$ cat src/rtl/shrot_pkg.sv
package shrot_pkg;

    typedef enum logic [2:0] {
        OP_ASL = 3'd0,
        OP_ROL = 3'd1,
        OP_LSR = 3'd2,
        OP_ROR = 3'd3,
        OP_XCN = 3'd4
    } shop_e;

    typedef enum logic [1:0] {
        AM_DIRECT,
        AM_ABS,
        AM_DIRX,
        AM_ACC
    } amode_e;

    typedef enum logic [2:0] {
        ST_IDLE,
        ST_READ,
        ST_WRITE,
        ST_EXEC,
        ST_HOLD,
        ST_FINISH,
        ST_REJECT
    } state_e;

endpackage

$ cat src/rtl/shrot_decode.sv
module shrot_decode
    import shrot_pkg::*;
#(
    parameter int CNT_W      = 4,
    parameter int CYC_DIRECT = 4,
    parameter int CYC_ABS    = 5,
    parameter int CYC_DIRX   = 5,
    parameter int CYC_ACC    = 2,
    parameter int CYC_XCN    = 5
) (
    input  logic [7:0]       opcode,
    output shop_e            op,
    output amode_e           mode,
    output logic [CNT_W-1:0] budget,
    output logic             legal,
    output logic             mem_form
);

    localparam logic [7:0] XCN_CODE = 8'h9F;

    logic group_hit;

    assign group_hit = (opcode[7] == 1'b0) &&
                       ((opcode[3:0] == 4'hB) || (opcode[3:0] == 4'hC));

    always_comb begin
        op     = OP_ASL;
        mode   = AM_ACC;
        budget = CNT_W'(CYC_ACC);
        legal  = 1'b0;
        if (opcode == XCN_CODE) begin
            op     = OP_XCN;
            mode   = AM_ACC;
            budget = CNT_W'(CYC_XCN);
            legal  = 1'b1;
        end else if (group_hit) begin
            op    = shop_e'({1'b0, opcode[6:5]});
            legal = 1'b1;
            unique case ({opcode[4], opcode[0]})
                2'b01:   begin mode = AM_DIRECT; budget = CNT_W'(CYC_DIRECT); end
                2'b00:   begin mode = AM_ABS;    budget = CNT_W'(CYC_ABS);    end
                2'b11:   begin mode = AM_DIRX;   budget = CNT_W'(CYC_DIRX);   end
                default: begin mode = AM_ACC;    budget = CNT_W'(CYC_ACC);    end
            endcase
        end
    end

    assign mem_form = legal && (mode != AM_ACC);

endmodule

$ cat src/rtl/shrot_alu.sv
module shrot_alu
    import shrot_pkg::*;
#(
    parameter int DATA_W = 8
) (
    input  shop_e             op,
    input  logic [DATA_W-1:0] val,
    input  logic              cin,
    output logic [DATA_W-1:0] res,
    output logic              cout,
    output logic              neg,
    output logic              zero
);

    localparam int HALF = DATA_W / 2;

    always_comb begin
        res  = val;
        cout = cin;
        unique case (op)
            OP_ASL: begin res = {val[DATA_W-2:0], 1'b0}; cout = val[DATA_W-1]; end
            OP_ROL: begin res = {val[DATA_W-2:0], cin};  cout = val[DATA_W-1]; end
            OP_LSR: begin res = {1'b0, val[DATA_W-1:1]}; cout = val[0];        end
            OP_ROR: begin res = {cin, val[DATA_W-1:1]};  cout = val[0];        end
            OP_XCN: begin res = {val[HALF-1:0], val[DATA_W-1:HALF]}; cout = cin; end
            default: begin res = val; cout = cin; end
        endcase
    end

    assign neg  = res[DATA_W-1];
    assign zero = (res == '0);

endmodule

$ cat src/rtl/shrot_ctrl.sv
module shrot_ctrl
    import shrot_pkg::*;
#(
    parameter int CNT_W = 4
) (
    input  logic             clk,
    input  logic             rst_n,
    input  logic             start,
    input  logic             legal,
    input  logic             mem_form,
    input  logic [CNT_W-1:0] budget,
    output logic             accept,
    output logic             busy,
    output logic             done,
    output logic             illegal,
    output logic             rd_phase,
    output logic             wr_phase,
    output logic             exec_phase
);

    state_e           state_q, state_d;
    logic [CNT_W-1:0] cyc_q;
    logic [CNT_W-1:0] bud_q;
    logic             last_next;

    assign accept    = (state_q == ST_IDLE) && start && legal;
    assign last_next = (cyc_q == bud_q - 1'b1);

    always_comb begin
        state_d = state_q;
        unique case (state_q)
            ST_IDLE: begin
                if (start) begin
                    if (!legal)        state_d = ST_REJECT;
                    else if (mem_form) state_d = ST_READ;
                    else               state_d = ST_EXEC;
                end
            end
            ST_READ:   state_d = ST_WRITE;
            ST_WRITE:  state_d = last_next ? ST_FINISH : ST_HOLD;
            ST_EXEC:   state_d = last_next ? ST_FINISH : ST_HOLD;
            ST_HOLD:   state_d = last_next ? ST_FINISH : ST_HOLD;
            ST_FINISH: state_d = ST_IDLE;
            ST_REJECT: state_d = ST_IDLE;
            default:   state_d = ST_IDLE;
        endcase
    end

    always_ff @(posedge clk) begin
        if (!rst_n) begin
            state_q <= ST_IDLE;
            cyc_q   <= '0;
            bud_q   <= '0;
        end else begin
            state_q <= state_d;
            if (accept) begin
                cyc_q <= CNT_W'(1);
                bud_q <= budget;
            end else if (state_q != ST_IDLE) begin
                cyc_q <= cyc_q + 1'b1;
            end
        end
    end

    always_comb begin
        busy       = 1'b0;
        done       = 1'b0;
        illegal    = 1'b0;
        rd_phase   = 1'b0;
        wr_phase   = 1'b0;
        exec_phase = 1'b0;
        unique case (state_q)
            ST_IDLE:   ;
            ST_READ:   begin busy = 1'b1; rd_phase = 1'b1; end
            ST_WRITE:  begin busy = 1'b1; wr_phase = 1'b1; end
            ST_EXEC:   begin busy = 1'b1; exec_phase = 1'b1; end
            ST_HOLD:   busy = 1'b1;
            ST_FINISH: begin busy = 1'b1; done = 1'b1; end
            ST_REJECT: illegal = 1'b1;
            default:   ;
        endcase
    end

endmodule

$ cat src/rtl/shrot_rmw_unit.sv
module shrot_rmw_unit
    import shrot_pkg::*;
#(
    parameter int ADDR_W     = 16,
    parameter int CNT_W      = 4,
    parameter int CYC_DIRECT = 4,
    parameter int CYC_ABS    = 5,
    parameter int CYC_DIRX   = 5,
    parameter int CYC_ACC    = 2,
    parameter int CYC_XCN    = 5
) (
    input  logic              clk,
    input  logic              rst_n,
    input  logic              start,
    input  logic [7:0]        opcode,
    input  logic [ADDR_W-1:0] eff_addr,
    input  logic [7:0]        acc_in,
    input  logic              carry_in,
    output logic              busy,
    output logic              done,
    output logic              illegal,
    output logic              mem_rd,
    output logic              mem_wr,
    output logic [ADDR_W-1:0] mem_addr,
    output logic [7:0]        mem_wdata,
    input  logic [7:0]        mem_rdata,
    output logic              acc_we,
    output logic [7:0]        acc_out,
    output logic              c_we,
    output logic              nz_we,
    output logic              flag_c,
    output logic              flag_n,
    output logic              flag_z
);

    shop_e            dec_op;
    amode_e           dec_mode;
    logic [CNT_W-1:0] dec_budget;
    logic             dec_legal;
    logic             dec_mem;

    shop_e             op_q;
    logic              mem_q;
    logic [ADDR_W-1:0] addr_q;
    logic [7:0]        acc_q;
    logic              cin_q;

    logic accept, rd_phase, wr_phase, exec_phase, upd;
    logic [7:0] alu_in, alu_res;
    logic       alu_c, alu_n, alu_z;

    shrot_decode #(
        .CNT_W(CNT_W), .CYC_DIRECT(CYC_DIRECT), .CYC_ABS(CYC_ABS),
        .CYC_DIRX(CYC_DIRX), .CYC_ACC(CYC_ACC), .CYC_XCN(CYC_XCN)
    ) u_decode (
        .opcode   (opcode),
        .op       (dec_op),
        .mode     (dec_mode),
        .budget   (dec_budget),
        .legal    (dec_legal),
        .mem_form (dec_mem)
    );

    shrot_ctrl #(.CNT_W(CNT_W)) u_ctrl (
        .clk        (clk),
        .rst_n      (rst_n),
        .start      (start),
        .legal      (dec_legal),
        .mem_form   (dec_mem),
        .budget     (dec_budget),
        .accept     (accept),
        .busy       (busy),
        .done       (done),
        .illegal    (illegal),
        .rd_phase   (rd_phase),
        .wr_phase   (wr_phase),
        .exec_phase (exec_phase)
    );

    always_ff @(posedge clk) begin
        if (!rst_n) begin
            op_q   <= OP_ASL;
            mem_q  <= 1'b0;
            addr_q <= '0;
            acc_q  <= '0;
            cin_q  <= 1'b0;
        end else if (accept) begin
            op_q   <= dec_op;
            mem_q  <= (dec_mode != AM_ACC);
            addr_q <= eff_addr;
            acc_q  <= acc_in;
            cin_q  <= carry_in;
        end
    end

    assign alu_in = mem_q ? mem_rdata : acc_q;

    shrot_alu #(.DATA_W(8)) u_alu (
        .op   (op_q),
        .val  (alu_in),
        .cin  (cin_q),
        .res  (alu_res),
        .cout (alu_c),
        .neg  (alu_n),
        .zero (alu_z)
    );

    assign upd       = wr_phase || exec_phase;
    assign mem_rd    = rd_phase;
    assign mem_wr    = wr_phase;
    assign mem_addr  = addr_q;
    assign mem_wdata = wr_phase ? alu_res : 8'h00;
    assign acc_we    = exec_phase;
    assign acc_out   = exec_phase ? alu_res : acc_q;
    assign nz_we     = upd;
    assign c_we      = upd && (op_q != OP_XCN);
    assign flag_c    = upd ? alu_c : cin_q;
    assign flag_n    = upd && alu_n;
    assign flag_z    = upd && alu_z;

endmodule

$ cat config.mk
export PLATFORM = sky130hd
export DESIGN_NAME = shrot_rmw_unit
export DESIGN_NICKNAME = d
export VERILOG_FILES = /design/src/rtl/shrot_pkg.sv /design/src/rtl/shrot_decode.sv /design/src/rtl/shrot_alu.sv /design/src/rtl/shrot_ctrl.sv /design/src/rtl/shrot_rmw_unit.sv
export SDC_FILE = /design/constraint.sdc
export NUM_CORES = 1
export LEC_CHECK = 0
export BUFFER_PORTS_ARGS = -buffer_cell sky130_fd_sc_hd__buf_4
export CORE_MARGIN = 10
export CORE_UTILIZATION = 35
export CTS_BUF_LIST = sky130_fd_sc_hd__clkbuf_8 sky130_fd_sc_hd__clkbuf_16
export CTS_CLUSTER_DIAMETER = 150
export CTS_CLUSTER_SIZE = 10
export DETAILED_ROUTE_END_ITERATION = 7
export GPL_ROUTABILITY_DRIVEN = 0
export PLACE_DENSITY = 0.69
export SLEW_MARGIN = 20
export SYNTH_ARGS = -nofsm -noshare
export SYNTH_HDL_FRONTEND = slang
export SYNTH_SLANG_ARGS = --single-unit
$ cat constraint.sdc
create_clock -name clk -period 2.8 [get_ports clk]
set_clock_uncertainty 0.1 [all_clocks]
set_input_delay 0.56 -clock clk [delete_from_list [all_inputs] [get_ports clk]]
set_output_delay 0.56 -clock clk [all_outputs]
set_load 0.02 [all_outputs]
After elaboration in Yosys (flattened, before gate mapping)
Index checks and enable logic that the tools add are counted.

storage, ports and cells
  flip-flop bits (word level) = 40
  bits of input ports = 44
  output and inout bits = 43

cells by class
  equal/unequal tests = 19
  bitwise operators = 2
  $add $sub $neg = 2
  mux-type cells = 29
  reduce and logical (&&, ||, !) cells = 21

operator list
  operator                                                                number
  8-bit one-hot mux with 5 select lines                                   1
  8-bit two-way mux                                                       3
  3-bit by 2-bit equality test with 1-bit output (second input constant)  4
  3-bit equality test (second input constant)                             4
  1-bit two-way mux                                                       12
  3-bit two-way mux                                                       3
  3-bit one-hot mux with 3 select lines                                   1
  4-bit equality test (second input constant)                             2
  8-bit equality test (second input constant)                             1
  8-bit zero test                                                         1
  2-bit two-way mux                                                       4
  4-bit two-way mux                                                       2
  2-bit OR reduction                                                      4
  1-bit logical AND                                                       7
  3-bit by 1-bit equality test with 1-bit output (second input constant)  2
  3-bit zero test                                                         2
  2-bit one-hot mux with 3 select lines                                   1
  3-bit one-hot mux with 2 select lines                                   1
  5-bit OR reduction                                                      1
  4-bit by 1-bit adder with 4-bit output (second input constant)          1
  4-bit equality test                                                     1
  2-bit != test (second input constant)                                   2
  4-bit by 1-bit subtractor with 4-bit output (second input constant)     1
  3-bit != test (second input constant)                                   1
  9 further kinds                                                         11

Longest topological paths before layout
  depth in word-level cells = 11
  gate-level depth with buffers = 7

Cells and area by module
From an unflattened synthesis, not the netlist that was laid out.

second synthesis, totals
  cells, all modules = 294
  area total of the unflattened synthesis = 2725.1 µm²

by module, submodules not included
  module          cells each  times used  area each (µm²)  seq. area each (µm²)
  shrot_rmw_unit  127         1           1432.6           580.6
  shrot_ctrl      72          1           634.4            220.2
  shrot_alu       68          1           474.2            0.0
  shrot_decode    27          1           183.9            0.0

Worst setup path after synthesis
Ideal clock, no wire load.

  path kind = in2out
  from = in mem_rdata[2]
  to = out flag_z
  setup slack = 0.281 ns
  path buffers = 0
  stages on the path = 5
  arrival = 1.859 ns
  path through = mux2_4 > o2bb2ai_1 > a211oi_1 > nand4_1 > nor4b_2

on the way
  cells in the longest elaborated chain, start to end = 4

RTL lines
  item                                   line                   RTL
  start, declared                        shrot_rmw_unit.sv:26   input logic [7:0] mem_rdata,
  8-bit two-way mux                      shrot_rmw_unit.sv:96   assign alu_in = mem_q ? mem_rdata : acc_q;
  8-bit one-hot mux with 5 select lines  shrot_alu.sv:20        unique case (op)
  8-bit zero test                        shrot_alu.sv:31        assign zero = (res == '0);
  1-bit logical AND                      shrot_rmw_unit.sv:119  assign flag_z = upd && alu_z;
  end, declared                          shrot_rmw_unit.sv:33   output logic flag_z

Every way passes these cells.

Worst setup path after layout
  from = reg mem_q
  to = out flag_z

on the way
  cells in the longest elaborated chain, start to end = 4

RTL lines
  item                                   line                   RTL
  start, declared                        shrot_rmw_unit.sv:43   logic mem_q;
  start signal, assigned                 shrot_rmw_unit.sv:89   mem_q <= (dec_mode != AM_ACC);
  8-bit two-way mux                      shrot_rmw_unit.sv:96
  8-bit one-hot mux with 5 select lines  shrot_alu.sv:20
  8-bit zero test                        shrot_alu.sv:31
  1-bit logical AND                      shrot_rmw_unit.sv:119

Every way passes these cells.

==> results.txt <==
----------------------------------------------------
[Floorplan]
  Die span in y ... 101 um
  Floorplan die area ... 10200 um2
  Total core area ... 6350 um2
  I/O Pins ... 87
  Initial core utilization ... 36.2%
  Row Count ... 29
  Chip width ... 101 um

[Route]
  Number of detailed-routing iterations run before antenna repair ... 4
  Starting DRT DRC Count ... 87
  Post-route antenna net violation count ... 0
  Via-per-instance ratio ... 5.15
  Routed length per placed instance ... 15.1 um
  Detailed-route wire length ... 7030 um
  DRC violation count after routing ... 0
  Total via count after detailed routing ... 2397

[Critical path]
  Category of the worst setup path capture point ... primary output
  Number of buffer and inverter instances along the worst setup path ... 2
  Startpoint of the worst setup timing path ... mem_q
  Maximum fanout count along the critical path ... 6
  Highest-delay cell along the critical path ... sky130_fd_sc_hd__dfxtp_4
  Kind of cell adding the most delay to the critical path ... flip-flops
  Critical path startpoint category ... flop
  Required time reported for the critical path endpoint ... 2.14 ns
  Max incr delay on CP ... 0.41 ns
  Crit path arrival time ... 2.06 ns
  Type of the setup path with the least slack ... reg2out
  Startpoint of the lowest-slack register-to-register path ... u_ctrl.state_q[0]
  Worst-path cell chain ... buf_6 -> mux2_4 -> a21oi_1 -> a211o_1 -> nand2_1 -> nor4b_2 -> buf_4

[Power]
  Peak supply drop ... 0.000237 V
  Power per Cell Area ... 403 nW/um2
  Lkg Pwr ... 0.00137 uW
  Power Total ... 1300 uW

[Synth]
  Mapped Cells ... 302
  Dominant cell type by area after synthesis ... sky130_fd_sc_hd__dfxtp_1
  Area share of the largest cell type after synthesis ... 34.0%
  Cell area after technology mapping ... 2300 um2
  Yosys cell types ... 48
  Most used flip-flop cell after synthesis ... sky130_fd_sc_hd__dfxtp_1
  FF+latch count, synth ... 39
  Syn Nets ... 351
  Count of flip-flops with a built-in enable after synthesis ... 0
  Warning count from the yosys run ... 0
  Synth top cells by count ... 49 x sky130_fd_sc_hd__nand2_1, 41 x sky130_fd_sc_hd__o21ai_0, 39 x sky130_fd_sc_hd__dfxtp_1, 34 x sky130_fd_sc_hd__nand3_1, 17 x sky130_fd_sc_hd__nor2_1
  Top-count cell post-synth ... sky130_fd_sc_hd__nand2_1
  Part of the Yosys area used for sequential elements ... 34.0%
  Post-Syn Area per Cell ... 7.60 um2
  Top area cells in the synthesized netlist ... sky130_fd_sc_hd__dfxtp_1 34%, sky130_fd_sc_hd__o21ai_0 8.9%, sky130_fd_sc_hd__nand2_1 8.0%, sky130_fd_sc_hd__nand3_1 7.4%, sky130_fd_sc_hd__nor2_1 2.8%
  Fraction of registers with async set or reset after synthesis ... 0%

[Timing]
  Final Hold Slack ... 0.373 ns
  Number of hold-slack violations in the final timing report ... 0
  Clock period minus worst slack ... 2.72 ns
  Final setup TNS ... 0 ns
  Share of the cycle needed by the critical path after routing ... 97.1%
  Slew of the pin with the lowest slew margin ... 0.494 ns
  Max-slew violation count ... 0
  Max Freq ... 0.368 GHz
  Relative slew slack ... 67.0%
  Setup Viol. Count Final ... 0

[Global route]
  Wire length of the first global-routing pass ... 11300 um
  Via count of the first global-routing pass ... 2364
  Antenna violations before repair ... 0
  Pin count of the biggest net entering global routing ... 36
  Aggregate global-route resource usage ... 13.3%
  Grt ovf ... 0

[Clock tree]
  CTS tree ... done
  Number of levels in the clock H-tree ... 2
  CTS hold repair buffers ... 0
  Clock transition at the register clock pins on the worst setup and hold paths after CTS ... 0.09 ns
  Clock latency at the later pin of the worst-skew pair ... 0.29 ns
  Maximum buffer depth of the clock tree ... 2
  CTS buffer count ... 5
  Cell chosen for the clock root ... sky130_fd_sc_hd__clkbuf_8
  Clock sink count ... 39

[Outcome]
  Outcome ... completed

[Job]
  Number of max-capacitance violations reported ... 0

[Place]
  Instance area after placement ... 3020 um2
  DP Wirelength ... 5350 um
  Number of port buffers ... 86

[Hold path]
  Hold path startpoint ... mem_addr[8]
  Worst min-delay path class ... reg2reg

[Finish]
  Fraction of layout cells with a size suffix above 1 ... 34.8%
  Number of diodes ... 0
  Final design instance area without fill ... 3240 um2
  Number of nets at the end of the flow ... 436
  Area growth, synth to finish ... 41.0%
  Fill cell instance count of the final layout ... 622

----------------------------------------------------
cell families after synthesis:
logic type	after synthesis	synth area share [%]
simple gates	133	29.3
flops	39	34.0
mux	9	4.36
buf+inv	34	6.65
fa+ha+maj	5	2.72
compound gates	74	19.9
xor+xnor	8	3.05
worst register-to-register path: cells and delay by family (launching register included):
family	cells	cell delay, ns
simple gates	1	0.42
flops	1	0.42
compound gates	2	0.49
buf+inv	1	0.30
final cells by class:
type / count / area, um2 / area share (%)
Clock inverter: 3 / 47.5 / 1.47
Inverter: 9 / 33.8 / 1.04
Timing Repair Buffer: 103 / 777 / 24.0
Multi-Input combinational cell: 229 / 1430 / 44.1
Tap cell: 77 / 96.3 / 2.98
Sequential cell: 39 / 787 / 24.3
Clock buffer: 5 / 68.8 / 2.13
what timing repair did:
action | in CTS | in global routing
resized for setup | 3 | 20
setup buffers | 0 | 4
pin swaps | 0 | 4
setup endpoints to repair | 4 | 5
flip-flops by register name, summed over array words and instances, names as in the netlist:
register	count
u_ctrl.state_q	3
mem_q	1
u_ctrl.bud_q	3
acc_q	8
u_ctrl.cyc_q	4
op_q	3
mem_addr	16
cin_q	1
cells in the final DEF (no fill, tap or decap), types with 2 or more instances in the layout:
master | netlist | layout
sky130_fd_sc_hd__a211o_1 | 3 | 3
sky130_fd_sc_hd__a211oi_1 | 4 | 2
sky130_fd_sc_hd__a211oi_2 | 0 | 2
sky130_fd_sc_hd__a21oi_1 | 11 | 11
sky130_fd_sc_hd__a22oi_1 | 2 | 2
sky130_fd_sc_hd__buf_4 | 0 | 102
sky130_fd_sc_hd__clkbuf_8 | 0 | 5
sky130_fd_sc_hd__dfxtp_1 | 39 | 36
sky130_fd_sc_hd__dfxtp_2 | 0 | 2
sky130_fd_sc_hd__ha_1 | 5 | 5
sky130_fd_sc_hd__inv_1 | 9 | 9
sky130_fd_sc_hd__mux2_2 | 4 | 3
sky130_fd_sc_hd__mux2_4 | 1 | 2
sky130_fd_sc_hd__mux2i_4 | 0 | 2
sky130_fd_sc_hd__nand2_1 | 49 | 49
sky130_fd_sc_hd__nand2b_1 | 6 | 6
sky130_fd_sc_hd__nand3_1 | 34 | 34
sky130_fd_sc_hd__nand4_1 | 3 | 3
sky130_fd_sc_hd__nor2_1 | 17 | 17
sky130_fd_sc_hd__nor3_1 | 3 | 3
sky130_fd_sc_hd__nor3b_1 | 5 | 5
sky130_fd_sc_hd__o21a_1 | 2 | 2
sky130_fd_sc_hd__o21ai_0 | 41 | 38
sky130_fd_sc_hd__o21ai_1 | 0 | 3
sky130_fd_sc_hd__o31ai_1 | 3 | 3
sky130_fd_sc_hd__or3_1 | 2 | 2
sky130_fd_sc_hd__xnor2_1 | 5 | 5
sky130_fd_sc_hd__xor2_1 | 3 | 3
path summary, 6_finish.rpt:
path                 end  slack, ns  depth (start not counted)
max               flag_z       0.08                          7
min          mem_addr[8]       0.37                          2
max reg2reg        mem_q       0.98                          4
min reg2reg  mem_addr[8]       0.37                          2
routing by layer:
layer / up-vias / global-route usage [%] / part of all wire, %
met3: 8 / 4.73 / 7.3
met2: 79 / 21.2 / 49
met4: 0 / 3.75 / 1.2
met5: - / 0 / 0
met1: 1082 / 16.5 / 43
li1: 1228 / - / -
metrics by stage:
stage,cells,util [%],worst slack (ns)
after global placement,453,47.5,0.184
after CTS,461,49.5,0.0181
after global routing,465,51.0,-0.0259
after floorplan,302,-,0.281
final,465,51.0,0.0804
after detailed placement,453,47.5,0.147
power by group:
group          leakage [uW]  internal (uW)  switching [uW]
clock             0.0000587            270             222
sequential         0.000317            569            14.9
combinational      0.000996            109             118
Power figures use the tool's default switching activity.
